===== config.mk =====
export PLATFORM = sky130hd
export DESIGN_NAME = xcvr_dual
export DESIGN_NICKNAME = d
export VERILOG_FILES = /design/src/rtl/xcvr_pkg.sv /design/src/rtl/xcvr_capture.sv /design/src/rtl/xcvr_group.sv /design/src/rtl/xcvr_dual.sv
export SDC_FILE = /design/constraint.sdc
export NUM_CORES = 1
export LEC_CHECK = 0
export BUFFER_PORTS_ARGS = -buffer_cell sky130_fd_sc_hd__clkbuf_2
export CAP_MARGIN = 20
export CORE_MARGIN = 3
export CORE_UTILIZATION = 30
export CTS_CLUSTER_DIAMETER = 120
export DETAILED_ROUTE_END_ITERATION = 12
export PLACE_DENSITY = 0.62
export SLEW_MARGIN = 20
export SYNTH_ARGS = -nofsm -noshare
export SYNTH_HDL_FRONTEND = slang
export SYNTH_SLANG_ARGS = --single-unit
export TNS_END_PERCENT = 50

===== constraint.sdc =====
create_clock -name clk -period 1.45 [get_ports clk]
set_input_delay 0.145 -clock clk [delete_from_list [all_inputs] [get_ports clk]]
set_output_delay 0.145 -clock clk [all_outputs]
set_load 0.02 [all_outputs]

===== src/rtl/xcvr_pkg.sv =====
package xcvr_pkg;
  typedef enum logic [1:0] {
    XM_ISOLATE = 2'd0,
    XM_DRIVE_A = 2'd1,
    XM_DRIVE_B = 2'd2
  } xfer_mode_t;

  function automatic xfer_mode_t mode_of(input logic en_n, input logic to_b);
    if (en_n) return XM_ISOLATE;
    return to_b ? XM_DRIVE_B : XM_DRIVE_A;
  endfunction
endpackage


===== src/rtl/xcvr_capture.sv =====
module xcvr_capture #(
  parameter int W = 8
) (
  input  logic         clk,
  input  logic         rst,
  input  logic         strobe,
  input  logic [W-1:0] din,
  output logic [W-1:0] q
);
  logic strobe_d;

  always_ff @(posedge clk) begin
    if (rst) begin
      strobe_d <= 1'b0;
      q        <= '0;
    end else begin
      strobe_d <= strobe;
      if (strobe && !strobe_d) q <= din;
    end
  end
endmodule


===== src/rtl/xcvr_group.sv =====
module xcvr_group
  import xcvr_pkg::*;
#(
  parameter int W = 8
) (
  input  logic         clk,
  input  logic         rst,
  input  logic         oe_n,
  input  logic         dir,
  input  logic         cap_ab,
  input  logic         cap_ba,
  input  logic         sel_ab,
  input  logic         sel_ba,
  input  logic [W-1:0] a_in,
  input  logic [W-1:0] b_in,
  output logic [W-1:0] a_out,
  output logic         a_oe,
  output logic [W-1:0] b_out,
  output logic         b_oe
);
  logic [W-1:0] fwd_q, rev_q;
  xfer_mode_t   mode;

  xcvr_capture #(.W(W)) u_fwd (
    .clk(clk), .rst(rst), .strobe(cap_ab), .din(a_in), .q(fwd_q)
  );
  xcvr_capture #(.W(W)) u_rev (
    .clk(clk), .rst(rst), .strobe(cap_ba), .din(b_in), .q(rev_q)
  );

  assign mode = mode_of(oe_n, dir);

  always_ff @(posedge clk) begin
    if (rst) begin
      a_oe  <= 1'b0;
      b_oe  <= 1'b0;
      a_out <= '0;
      b_out <= '0;
    end else begin
      a_oe  <= (mode == XM_DRIVE_A);
      b_oe  <= (mode == XM_DRIVE_B);
      a_out <= (mode == XM_DRIVE_A) ? (sel_ba ? rev_q : b_in) : '0;
      b_out <= (mode == XM_DRIVE_B) ? (sel_ab ? fwd_q : a_in) : '0;
    end
  end
endmodule


===== src/rtl/xcvr_dual.sv =====
module xcvr_dual #(
  parameter int GROUP_W = 8,
  parameter int GROUPS  = 2
) (
  input  logic                      clk,
  input  logic                      rst,
  input  logic [GROUPS-1:0]         oe_n,
  input  logic [GROUPS-1:0]         dir,
  input  logic [GROUPS-1:0]         cap_ab,
  input  logic [GROUPS-1:0]         cap_ba,
  input  logic [GROUPS-1:0]         sel_ab,
  input  logic [GROUPS-1:0]         sel_ba,
  input  logic [GROUP_W*GROUPS-1:0] a_in,
  input  logic [GROUP_W*GROUPS-1:0] b_in,
  output logic [GROUP_W*GROUPS-1:0] a_out,
  output logic [GROUPS-1:0]         a_oe,
  output logic [GROUP_W*GROUPS-1:0] b_out,
  output logic [GROUPS-1:0]         b_oe
);
  for (genvar g = 0; g < GROUPS; g++) begin : g_grp
    localparam int LO = g * GROUP_W;
    xcvr_group #(.W(GROUP_W)) u_grp (
      .clk    (clk),
      .rst    (rst),
      .oe_n   (oe_n[g]),
      .dir    (dir[g]),
      .cap_ab (cap_ab[g]),
      .cap_ba (cap_ba[g]),
      .sel_ab (sel_ab[g]),
      .sel_ba (sel_ba[g]),
      .a_in   (a_in[LO +: GROUP_W]),
      .b_in   (b_in[LO +: GROUP_W]),
      .a_out  (a_out[LO +: GROUP_W]),
      .a_oe   (a_oe[g]),
      .b_out  (b_out[LO +: GROUP_W]),
      .b_oe   (b_oe[g])
    );
  end
endmodule


* Yosys cells after proc, flatten, opt, wreduce, memory -nomap -nowiden
Index checks and enable logic that the tools add are counted.
** Operators by class
- Equal/unequal tests :: 4
- Mux-type cells :: 12
- Bitwise operators :: 4
- Reductions and logical operators :: 12
** Operator list (count)
- $mux 8 :: 4
- $mux 2 :: 6
- $reduce_or 2->1 :: 4
- $eq 2x1->1 const B :: 2
- $eq 2x2->1 const B :: 2
- $logic_and 1x1->1 :: 4
- $logic_not 1->1 :: 4
- $not 1->1 :: 4
- $mux 1 :: 2
** Storage, ports and cells
- Register bits after elaboration :: 72
- Input port bits :: 46
- Logic and storage cells :: 48

* Depth between registers and ports, before layout
- Depth after elaboration :: 5
- Gate-level depth with buffers :: 4
- Depth with buffers taken out :: 2

* By module
A second synthesis with hierarchy kept.
** Unflattened totals
- Cells, all modules :: 260
- Area total of the unflattened synthesis :: 2857.7 um^2
** Modules (own cells, without submodules)
- xcvr_capture :: instances 4, cells an instance 36, area each 396.6 um^2, sequential area each 180.2 um^2
- xcvr_group :: instances 2, cells an instance 58, area each 635.6 um^2, sequential area each 360.3 um^2

* Worst setup path after synthesis
Ideal clock, no wire load.
- Path kind :: input -> register
- Start point :: input port sel_ba[0]
- End point :: register g_grp[0].u_grp.a_out[2]
- Library setup time :: 0.115 ns
- Arrival time :: 0.791 ns
- Data required time :: 1.335 ns
- Slack :: 0.544 ns
- Stages on the path :: 3
- Cells stage by stage :: buf_1 -> mux2i_1 -> nor2_2
** On the way
- Longest elaborated chain between the ends :: 1
** RTL lines
- from (decl) :: RTL line xcvr_dual.sv:12 : input logic [GROUPS-1:0] sel_ba,
- $mux 8 :: RTL line xcvr_group.sv:42 : a_out <= (mode == XM_DRIVE_A) ? (sel_ba ? rev_q : b_in) : '0;
- to (signal assigned) :: RTL line xcvr_group.sv:42
- to (decl) :: RTL line xcvr_group.sv:16 : output logic [W-1:0] a_out,
No other way between the ends.
A chain may end at the register's enable or synchronous reset.

* Final worst setup path
- Start point :: register g_grp[1].u_grp.u_fwd.strobe_d
- End point :: register g_grp[1].u_grp.u_fwd.q[4]
** On the way
- Longest elaborated chain between the ends :: 2
** RTL lines
- from (decl) :: RTL line xcvr_capture.sv:10 : logic strobe_d;
- from (signal assigned) :: RTL line xcvr_capture.sv:17 : strobe_d <= strobe;
- $logic_not 1->1 :: RTL line xcvr_capture.sv:18 : if (strobe && !strobe_d) q <= din;
- $logic_and 1x1->1 :: RTL line xcvr_capture.sv:18
- to (signal assigned) :: RTL line xcvr_capture.sv:18
- to (decl) :: RTL line xcvr_capture.sv:8 : output logic [W-1:0] q
No other way between the ends.

==> flow_summary.ini <==
[outcome]
status = finished, final reports clean

[placed_design]
place_area_mm2 = 0.003286
port_buffers = 81
dp_slack_ns = 0.2993
routabilityCongestion = 0.7636
dpl.hpwl_mm = 4.206

[synth]
syn_avg_cell_area_um2 = 10.51
syn_area_mm2 = 0.002805
synth_seq_cells = 72
synth_common_cells = 72 x dfxtp_1, 32 x mux2i_1, 32 x nand2b_1, 32 x nand4bb_1, 31 x nor2_1
synthCells = 267
yosys_most_used_dff = dfxtp_1
synth_area_leaders = dfxtp_1 51%, nand4bb_1 13%, mux2i_1 11%, nand2b_1 7.1%, o21ai_0 5.4%
synth.distinct_cells = 17
ys_seq_area_share_pct = 51.38
yosys.area.top_type = dfxtp_1
synth-async-reset-ratio_pct = 0
yosysMostFrequentCell = dfxtp_1
syn_nets = 313
synth_top_area_share_pct = 51.38
synth_edf_count = 0
yosys_warnings = 0

[cts]
ctsResizeCount = 0
post_cts_buffers = 0
hold_buffers = 0
tritoncts = built
clkLatencyLatePin_ns = 0.33
root_buffer = clkbuf_8
htreeDepth = 3
cts_sinks = 72
cts_buffers = 9
clock_path_buffers = 2
path_clk_slew_ns = 0.07

[sta]
maxSlewHeadroom_pct = 67.29
timing.final.hold_violations = 0
hold-worst-slack_ns = 0.05771
skew_ns = 0.005145
setup_viol_count_final = 0
finalSetupTns_ns = 0
finalWorstSetupSlack_ns = 0.3237
period_share_pct = 77.67
fmax_mhz = 887.9
min_period_ns = 1.126
slew_violations = 0
worstMarginPinSlew_ns = 0.4896
rsz0062_at_grt = no

[hold_path]
min_path_cells = 3
hold_class = primary input to flop

[critical_path]
r2r_cells = 2
critPathCaptureType = flop
crit_family = simple AND/OR/NAND/NOR gates
cp_cell_sequence = nor2b_1 -> o21ai_0
cp_slowest_stage_delay_ns = 0.43
crit_type = flop to flop
critPathSlowestCell = nor2b_1
arrival_ns = 1.32
cp_max_fo = 9
required_ns = 1.65
worst-path-buf-inv = 0
r2r_slack_ns = 0.32
start_kind = flop
cp.depth = 2

[finish]
area_delta_synth_final_pct = 23.02
final_nets = 392
seq_area_mm2 = 0.001441
diodes = 0
multiInputGateArea_mm2 = 0.001244
fillerInstances = 916
fin_util_pct = 38.81
final_area_mm2 = 0.003451
drive_above_1_share_pct = 29.06

[floorplan]
rows = 34
boundaryPins = 82
die_w_um = 102.7
core_area_mm2 = 0.008891
die_area_mm2 = 0.01055
die_height_um = 102.7
start_util_pct = 31.55

[global_route]
grt_max_degree = 29
grt_overflow_total = 0
grt_pass1_wl_mm = 9.811
grtUsageTotal_pct = 11.81
antenna_found_initial = 0
grt_pass1_vias = 2091

[power]
combPwrFrac_pct = 10.3
peakVddDrop_mv = 0.5807
p_int_mw = 2.913
powerDensity_mw_per_mm2 = 1124
switching_share_pct = 24.89
seq_power_share_pct = 54.3
p_leak_nw = 1.508
clock_power_share_pct = 35.5
netSwitchingPower_mw = 0.9654

[detailed_routing]
drt_iter0_drc = 23
num_vias = 2135
drc_errors = 0
ant_nets = 0
drtPass1Iterations = 4
routed_wirelength_mm = 5.890
post_drt_wl_per_cell_um = 12.83
viasPerCell = 4.651

[job]
drv_cap = 0
final timing paths:
path                                                     from                   endpoint
worst max-delay path            g_grp[1].u_grp.u_fwd.strobe_d  g_grp[1].u_grp.u_fwd.q[4]
worst min-delay path                                  a_in[2]    g_grp[0].u_grp.b_out[2]
worst max register to register  g_grp[1].u_grp.u_fwd.strobe_d  g_grp[1].u_grp.u_fwd.q[4]
worst min register to register      g_grp[1].u_grp.u_fwd.q[1]  g_grp[1].u_grp.u_fwd.q[1]
stage by stage:
stage	std cells	total power, mW
after global routing	459	4.068
final	459	3.878
after detailed placement	443	2.555
after global placement	443	2.547
after floorplan	267	2.395
after CTS	459	3.952
layout by cell type (no fill, tap or decap), types with 6 or more instances in the layout:
master	synthesis	routed
buf_4	4	6
clkbuf_2	0	81
clkbuf_8	0	10
dfxtp_1	72	72
mux2i_1	32	32
nand2b_1	32	32
nand4bb_1	32	32
nor2_1	31	31
nor2b_1	8	8
o21ai_0	30	30
layout make-up:
| type | instances | area share, % |
|---|---|---|
| clock buffers | 12 | 4.206 |
| well taps | 108 | 3.916 |
| inverters | 4 | 0.4351 |
| clock inverters | 4 | 0.5801 |
| flip-flops and latches | 72 | 41.77 |
| repair buffers | 87 | 13.05 |
| multi-input cells | 172 | 36.04 |
layer usage:
metal  GRT usage [%]  vias up  share of wire (%)
li1                -     1080                  -
met1           15.91      987                 49
met2           18.07       59                 44
met3           3.112        9                5.4
met4           4.541        0                1.5
met5               0        -                  0
power groups by stage:
stage          registers (mW)  clock network (mW)  logic [mW]
3_5_place_dp             2.15                   0       0.404
6_report                 2.10                1.38       0.399
3_3_place_gp             2.15                   0       0.399
5_1_grt                  2.12                1.50       0.448
4_1_cts                  2.11                1.44       0.405
2_1_floorplan            2.16                   0       0.230
kinds of logic after synthesis:
kind of cell | share of synthesized area [%]
DFF | 51.38
AOI/OAI and AO/OA | 5.709
and+or+nand+nor | 27.21
buffers and inverters | 4.282
muxes | 11.42
registers in the layout (all words and copies together) (netlist names):
| register | cells |
|---|---|
| g_grp.u_grp.a_oe | 2 |
| g_grp.u_grp.a_out | 16 |
| g_grp.u_grp.b_oe | 2 |
| g_grp.u_grp.b_out | 16 |
| g_grp.u_grp.u_fwd.q | 16 |
| g_grp.u_grp.u_fwd.strobe_d | 2 |
| g_grp.u_grp.u_rev.q | 16 |
| g_grp.u_grp.u_rev.strobe_d | 2 |
worst reg2reg max path, delay by kind of cell, from the launching register on:
kind	cells	cell delay [ns]
AOI/OAI and AO/OA	1	0.19
and+or+nand+nor	1	0.43
DFF	1	0.38
(Power assumes the default switching activity.)
